File: src/rtl/busclr_pkg.sv
package busclr_pkg;

  typedef enum logic [2:0] {
    PH_IDLE   = 3'd0,
    PH_CLK_LO = 3'd1,
    PH_CLK_HI = 3'd2,
    PH_STA_SU = 3'd3,
    PH_STA_HD = 3'd4,
    PH_STO_SU = 3'd5,
    PH_BUF    = 3'd6
  } phase_e;

  // nanoseconds to system clocks, rounded up, never below one clock
  function automatic int unsigned ns_to_cycles(input int unsigned ns,
                                               input int unsigned clks_per_us);
    int unsigned c;
    c = (ns * clks_per_us + 999) / 1000;
    return (c == 0) ? 1 : c;
  endfunction

  function automatic int unsigned max_u(input int unsigned a, input int unsigned b);
    return (a > b) ? a : b;
  endfunction

  // bits needed to hold values 0..v
  function automatic int unsigned bits_for(input int unsigned v);
    return (v < 2) ? 1 : $clog2(v + 1);
  endfunction

endpackage

File: src/rtl/busclr_sync.sv
module busclr_sync #(
  parameter int unsigned STAGES = 2
) (
  input  logic clk_i,
  input  logic rst_ni,
  input  logic d_i,
  output logic q_o
);
  localparam int unsigned N = (STAGES < 2) ? 2 : STAGES;

  logic [N-1:0] shift_q;

  // lines idle high through the pull-ups, so reset to released
  always_ff @(posedge clk_i or negedge rst_ni) begin
    if (!rst_ni) shift_q <= '1;
    else         shift_q <= {shift_q[N-2:0], d_i};
  end

  assign q_o = shift_q[N-1];
endmodule

File: src/rtl/busclr_timer.sv
module busclr_timer #(
  parameter int unsigned CW = 8
) (
  input  logic          clk_i,
  input  logic          rst_ni,
  input  logic          load_i,
  input  logic [CW-1:0] load_val_i,
  input  logic          en_i,
  output logic          zero_o
);
  logic [CW-1:0] cnt_q;

  always_ff @(posedge clk_i or negedge rst_ni) begin
    if (!rst_ni)                    cnt_q <= '0;
    else if (load_i)                cnt_q <= load_val_i;
    else if (en_i && cnt_q != '0)   cnt_q <= cnt_q - 1'b1;
  end

  assign zero_o = (cnt_q == '0);
endmodule

File: src/rtl/busclr_ctl.sv
module busclr_ctl
  import busclr_pkg::*;
#(
  parameter int unsigned CW       = 8,
  parameter int unsigned PW       = 4,
  parameter int unsigned DUMMY    = 9,
  parameter int unsigned C_LOW    = 1,
  parameter int unsigned C_HIGH   = 1,
  parameter int unsigned C_SU_STA = 1,
  parameter int unsigned C_HD_STA = 1,
  parameter int unsigned C_SU_STO = 1,
  parameter int unsigned C_BUF    = 1
) (
  input  logic          clk_i,
  input  logic          rst_ni,
  input  logic          kick_i,
  input  logic          scl_s_i,
  input  logic          sda_s_i,
  input  logic          t_zero_i,
  output logic          t_load_o,
  output logic [CW-1:0] t_load_val_o,
  output logic          t_en_o,
  output logic [PW-1:0] pulse_cnt_o,
  output logic          busy_o,
  output logic          done_o,
  output logic          scl_oe_o,
  output logic          sda_oe_o
);
  phase_e        phase_q, phase_n;
  logic [PW-1:0] pulse_q;
  logic          done_q;
  logic          step_w;

  // timer load value: a phase of d clocks loads d-1 and ends on zero
  function automatic logic [CW-1:0] dur_of(input phase_e p);
    case (p)
      PH_CLK_LO: return CW'(C_LOW - 1);
      PH_CLK_HI: return CW'(C_HIGH - 1);
      PH_STA_SU: return CW'(C_SU_STA - 1);
      PH_STA_HD: return CW'(C_HD_STA - 1);
      PH_STO_SU: return CW'(C_SU_STO - 1);
      PH_BUF:    return CW'(C_BUF - 1);
      default:   return '0;
    endcase
  endfunction

  // a phase that starts by releasing a line counts only while that line reads high
  always_comb begin
    case (phase_q)
      PH_CLK_LO: t_en_o = 1'b1;
      PH_CLK_HI: t_en_o = scl_s_i;
      PH_STA_SU: t_en_o = scl_s_i & sda_s_i;
      PH_STA_HD: t_en_o = 1'b1;
      PH_STO_SU: t_en_o = scl_s_i;
      PH_BUF:    t_en_o = scl_s_i & sda_s_i;
      default:   t_en_o = 1'b0;
    endcase
  end

  assign step_w = t_zero_i & t_en_o;

  always_comb begin
    phase_n = phase_q;
    case (phase_q)
      PH_IDLE:   if (kick_i) phase_n = PH_CLK_LO;
      PH_CLK_LO: if (step_w) phase_n = PH_CLK_HI;
      PH_CLK_HI: if (step_w) phase_n = (pulse_q == PW'(DUMMY - 1)) ? PH_STA_SU : PH_CLK_LO;
      PH_STA_SU: if (step_w) phase_n = PH_STA_HD;
      PH_STA_HD: if (step_w) phase_n = PH_STO_SU;
      PH_STO_SU: if (step_w) phase_n = PH_BUF;
      PH_BUF:    if (step_w) phase_n = PH_IDLE;
      default:   phase_n = PH_IDLE;
    endcase
  end

  assign t_load_o     = (phase_n != phase_q);
  assign t_load_val_o = dur_of(phase_n);

  always_ff @(posedge clk_i or negedge rst_ni) begin
    if (!rst_ni) begin
      phase_q <= PH_IDLE;
      pulse_q <= '0;
      done_q  <= 1'b0;
    end else begin
      phase_q <= phase_n;
      done_q  <= (phase_q == PH_BUF) && step_w;
      if (phase_q == PH_IDLE && kick_i)      pulse_q <= '0;
      else if (phase_q == PH_CLK_HI && step_w) pulse_q <= pulse_q + 1'b1;
    end
  end

  assign pulse_cnt_o = pulse_q;
  assign busy_o      = (phase_q != PH_IDLE);
  assign done_o      = done_q;
  assign scl_oe_o    = (phase_q == PH_CLK_LO);
  assign sda_oe_o    = (phase_q == PH_STA_HD) || (phase_q == PH_STO_SU);
endmodule

File: src/rtl/busclr_seq.sv
module busclr_seq
  import busclr_pkg::*;
#(
  parameter int unsigned CLKS_PER_US  = 100,
  parameter int unsigned DUMMY_CLOCKS = 9,
  parameter int unsigned SYNC_STAGES  = 2,
  parameter int unsigned T_LOW_NS     = 4700,
  parameter int unsigned T_HIGH_NS    = 4000,
  parameter int unsigned T_SU_STA_NS  = 4700,
  parameter int unsigned T_HD_STA_NS  = 4000,
  parameter int unsigned T_SU_STO_NS  = 4700,
  parameter int unsigned T_BUF_NS     = 4700
) (
  input  logic clk_i,
  input  logic rst_ni,
  input  logic kick_i,
  output logic busy_o,
  output logic done_o,
  output logic scl_oe_o,
  output logic sda_oe_o,
  input  logic scl_i,
  input  logic sda_i
);
  localparam int unsigned C_LOW    = ns_to_cycles(T_LOW_NS,    CLKS_PER_US);
  localparam int unsigned C_HIGH   = ns_to_cycles(T_HIGH_NS,   CLKS_PER_US);
  localparam int unsigned C_SU_STA = ns_to_cycles(T_SU_STA_NS, CLKS_PER_US);
  localparam int unsigned C_HD_STA = ns_to_cycles(T_HD_STA_NS, CLKS_PER_US);
  localparam int unsigned C_SU_STO = ns_to_cycles(T_SU_STO_NS, CLKS_PER_US);
  localparam int unsigned C_BUF    = ns_to_cycles(T_BUF_NS,    CLKS_PER_US);
  localparam int unsigned C_MAX    = max_u(max_u(max_u(C_LOW, C_HIGH), max_u(C_SU_STA, C_HD_STA)),
                                           max_u(C_SU_STO, C_BUF));
  localparam int unsigned CW       = bits_for(C_MAX);
  localparam int unsigned PW       = bits_for(DUMMY_CLOCKS);

  // named internal events, visible to the bound checker
  logic [1:0]    line_raw_w, line_syn_w;
  logic          scl_s_w, sda_s_w;
  logic          t_load_w, t_en_w, t_zero_w;
  logic [CW-1:0] t_load_val_w;
  logic [PW-1:0] pulse_cnt_w;

  assign line_raw_w = {sda_i, scl_i};

  for (genvar i = 0; i < 2; i++) begin : g_line
    busclr_sync #(.STAGES(SYNC_STAGES)) u_sync (
      .clk_i  (clk_i),
      .rst_ni (rst_ni),
      .d_i    (line_raw_w[i]),
      .q_o    (line_syn_w[i])
    );
  end

  assign scl_s_w = line_syn_w[0];
  assign sda_s_w = line_syn_w[1];

  busclr_timer #(.CW(CW)) u_timer (
    .clk_i      (clk_i),
    .rst_ni     (rst_ni),
    .load_i     (t_load_w),
    .load_val_i (t_load_val_w),
    .en_i       (t_en_w),
    .zero_o     (t_zero_w)
  );

  busclr_ctl #(
    .CW(CW), .PW(PW), .DUMMY(DUMMY_CLOCKS),
    .C_LOW(C_LOW), .C_HIGH(C_HIGH), .C_SU_STA(C_SU_STA),
    .C_HD_STA(C_HD_STA), .C_SU_STO(C_SU_STO), .C_BUF(C_BUF)
  ) u_ctl (
    .clk_i        (clk_i),
    .rst_ni       (rst_ni),
    .kick_i       (kick_i),
    .scl_s_i      (scl_s_w),
    .sda_s_i      (sda_s_w),
    .t_zero_i     (t_zero_w),
    .t_load_o     (t_load_w),
    .t_load_val_o (t_load_val_w),
    .t_en_o       (t_en_w),
    .pulse_cnt_o  (pulse_cnt_w),
    .busy_o       (busy_o),
    .done_o       (done_o),
    .scl_oe_o     (scl_oe_o),
    .sda_oe_o     (sda_oe_o)
  );
endmodule

File: config.mk
export PLATFORM = sky130hd
export DESIGN_NAME = busclr_seq
export DESIGN_NICKNAME = d
export VERILOG_FILES = /design/src/rtl/busclr_pkg.sv /design/src/rtl/busclr_sync.sv /design/src/rtl/busclr_timer.sv /design/src/rtl/busclr_ctl.sv /design/src/rtl/busclr_seq.sv
export SDC_FILE = /design/constraint.sdc
export NUM_CORES = 1
export LEC_CHECK = 0
export ABC_AREA = 1
export BUFFER_PORTS_ARGS = -buffer_cell sky130_fd_sc_hd__buf_2
export CORE_MARGIN = 10
export CORE_UTILIZATION = 48
export CTS_BUF_LIST = sky130_fd_sc_hd__clkbuf_2 sky130_fd_sc_hd__clkbuf_4 sky130_fd_sc_hd__clkbuf_8
export CTS_CLUSTER_DIAMETER = 150
export DETAILED_ROUTE_END_ITERATION = 10
export PLACE_DENSITY = 0.7
export RECOVER_POWER = 50
export SYNTH_ARGS = -nofsm -noshare
export SYNTH_HDL_FRONTEND = slang
export SYNTH_SLANG_ARGS = --single-unit
File: constraint.sdc
create_clock -name clk_i -period 1.6 [get_ports clk_i]
set_input_delay 0.32 -clock clk_i [delete_from_list [all_inputs] [get_ports clk_i]]
set_output_delay 0.32 -clock clk_i [all_outputs]
set_load 0.01 [all_outputs]
==> flow_summary.json <==
{
  "outcome": "finished with violations",
  "violations": "negative setup slack",
  "power_density_nw_per_um2": 439.3,
  "register_area_um2": 534.3,
  "timing.max_cap.violations": 0,
  "yosysWarnings": 0,
  "multi_input_area_um2": 812.0,
  "grt_pass1_wl_mm": 5.927,
  "clockRootBuffer": "clkbuf_4",
  "dieArea_um2": 5280,
  "drc": 0,
  "syn_to_final_growth_pct": 44.36,
  "path_clk_slew_ps": 130,
  "fin_hold_ws_ps": 83.75,
  "r2r_slack_ps": -300,
  "rsz0062_at_grt": "true",
  "r2r_end": "u_timer.cnt_q[0]",
  "synth_edf_count": 0,
  "period_needed_ps": 1896,
  "nNetsFinal": 243,
  "finalCritPeriodShare": 1.185,
  "clock-sinks": 21,
  "numCtsBuffers": 3,
  "crit_slowest_cell": "dfrtp_2",
  "cp_cell_sequence": "inv_4 -> nand3_2 -> nand2_2 -> nand2_2 -> nand3_4 -> nand2_4 -> nand2_4 -> nand2_2 -> nand2_2 -> nand3_2 -> nand2_4 -> nand2_8 -> nor2_4 -> nand2_1 -> nand2_1",
  "clockBufferDepth": 2,
  "synth_top_cell_area_share": 0.3195,
  "portBuffers": 8,
  "rows": 19,
  "fin_tns_setup_ps": -2843,
  "fmax_ghz": 0.5274,
  "end_kind": "register",
  "drt-initial-drc-count": 36,
  "routed_wl_mm": 3.462,
  "dp.cells": 248,
  "n_antenna_cell": 0,
  "slowest_delay_ps": 510,
  "ys_seq_elements": 21,
  "reg2regPathDepth": 15,
  "synth_top_flop_cell": "dfrtp_1",
  "vias": 1321,
  "power_mw": 0.8442,
  "path_depth": 15,
  "netlist_area_um2": 1331,
  "crit_fanout": 7,
  "endpoint": "u_timer.cnt_q[0]",
  "async_reset_ff_frac": 1.000,
  "place_congestion": 0.9095,
  "vias_per_cell": 5.004,
  "critPathMostFrequentCell": "nand2_2",
  "die_h_um": 72.67,
  "start_util": 0.4912,
  "worstSkewPairLatency_ps": 320,
  "synth_most_common_cell": "nand2_1",
  "synth_cells": 175,
  "r2r_start": "u_ctl.phase_q[1]",
  "vdd_drop_max_mv": 0.4984,
  "wl_per_cell_um": 13.11,
  "die_x_um": 72.67,
  "antenna_found_initial": 0,
  "pre_cts_slack_ps": -362.7,
  "io_pins": 9,
  "worstSetupStartpoint": "u_ctl.phase_q[1]",
  "crit_path_start_kind": "register",
  "critPathKind": "register to register",
  "synth_top_area_cell": "dfrtp_1",
  "grt_pass1_vias": 1353,
  "fillerInstances": 209,
  "coreArea_um2": 2710,
  "dpl.hpwl_mm": 2.580,
  "cts_tree": "built",
  "slew_viol_final": 0,
  "drtAntennaViolNets": 0,
  "critical_path_buf_inv_count": 1,
  "ys_seq_area_frac": 0.3985,
  "critPathArrivalTime_ps": 2160,
  "leakage_nw": 0.9323,
  "dr.pass1.iters": 4,
  "syn-num-nets": 184,
  "final_area_um2": 1922,
  "grt-ovfl-total": 0,
  "cpLargestDelayFamily": "simple AND/OR/NAND/NOR gates",
  "skew_ps": 3.784,
  "ys_types": 26,
  "ys_top_cells_by_area": "dfrtp_1, nand2_1, dfstp_2",
  "fin_ws_ps": -296.1,
  "placed_area_um2": 1693,
  "tightest_slew_ps": 538.8,
  "maxSlewHeadroom": 0.6408,
  "htree_num_levels": 1,
  "syn_avg_cell_area_um2": 7.607,
  "ys_top_cells_by_count": "nand2_1, dfrtp_1, nor2_1, inv_1, nand3_1",
  "hold_viol_final": 0,
  "cp.required_ps": 1870,
  "grtUsageTotal": 0.1375,
  "drive_gt1_frac": 0.5021,
  "grt_max_degree": 22,
  "layoutNonFillerInstCount": 264,
  "setup_violations": 12,
  "hold_class": "input pin to register",
  "fin_util": 0.7091
}
## kinds of logic (layout without fill, tap and decap cells)
| group | after synthesis | after routing | share of synthesized area |
|---|---|---|---|
| xor+xnor | 8 | 8 | 0.05263 |
| buf+inv | 25 | 83 | 0.07424 |
| simple gates | 108 | 108 | 0.4004 |
| flops | 21 | 21 | 0.3985 |
| compound gates | 9 | 9 | 0.03665 |
| fa+ha+maj | 4 | 4 | 0.03760 |
## power by group
| group | internal [mW] | total, mW | switching, mW |
|---|---|---|---|
| clock | 0.0954 | 0.282 | 0.186 |
| combinational | 0.00703 | 0.0209 | 0.0139 |
| sequential | 0.540 | 0.542 | 0.00177 |
## metal layers
metal / vias to the layer above / track usage / share of wire
li1: 665 / - / -
met1: 625 / 0.1620 / 0.43
met2: 26 / 0.2389 / 0.51
met3: 5 / 0.03129 / 0.042
met4: 0 / 0.04430 / 0.015
met5: - / 0 / 0
## worst reg2reg max path, delay by kind of cell, from the launching register on
family | cells | cell delay, ps
AND/OR/NAND/NOR | 14 | 1240
flip-flops | 1 | 510
buffers and inverters | 1 | 90
## state kept, by name, summed over array words and instances, names as in the netlist
register and count:
u_ctl.pulse_cnt_o 4, u_timer.cnt_q 9, u_ctl.phase_q 3, g_line.u_sync.shift_q 4, u_ctl.done_o 1
## layout make-up
class / instances / area share
Multi-Input combinational cell: 129 / 0.4225
Clock inverter: 1 / 0.003906
Timing Repair Buffer: 56 / 0.2135
Sequential cell: 21 / 0.2780
Tap cell: 31 / 0.02018
Clock buffer: 3 / 0.01172
Inverter: 23 / 0.05013
## worst min path at each step
stage	start	to	cells past startpoint
floorplan	rst_ni	u_ctl.done_o	0
global route	sda_i	g_line[1].u_sync.shift_q[0]	1
global placement	rst_ni	u_ctl.done_o	1
CTS	scl_i	g_line[0].u_sync.shift_q[0]	1
finish	scl_i	g_line[0].u_sync.shift_q[0]	1
detailed placement	rst_ni	u_ctl.done_o	1
## layout by cell type (no fill, tap or decap), types with 2 or more instances in the layout
master	count
a21oi_1	3
buf_2	7
buf_4	45
buf_6	2
clkbuf_4	3
dfrtp_1	14
dfrtp_2	3
dfstp_2	4
ha_1	3
inv_1	12
inv_2	7
inv_4	4
nand2_1	42
nand2_2	13
nand2_4	5
nand3_1	13
nand3_2	5
nand4_1	3
nor2_1	11
nor2_2	6
nor2_4	4
o21ai_0	3
xnor2_1	3
xor2_1	5
## what timing repair did
item,CTS,global route
hold buffers,1,0
endpoints found under the setup margin,14,15
buffers inserted,8,3
resized for setup,20,13
endpoints found under the hold margin,17,0
pin swaps,9,9
Note: power is estimated with default switching activity, not from simulation.
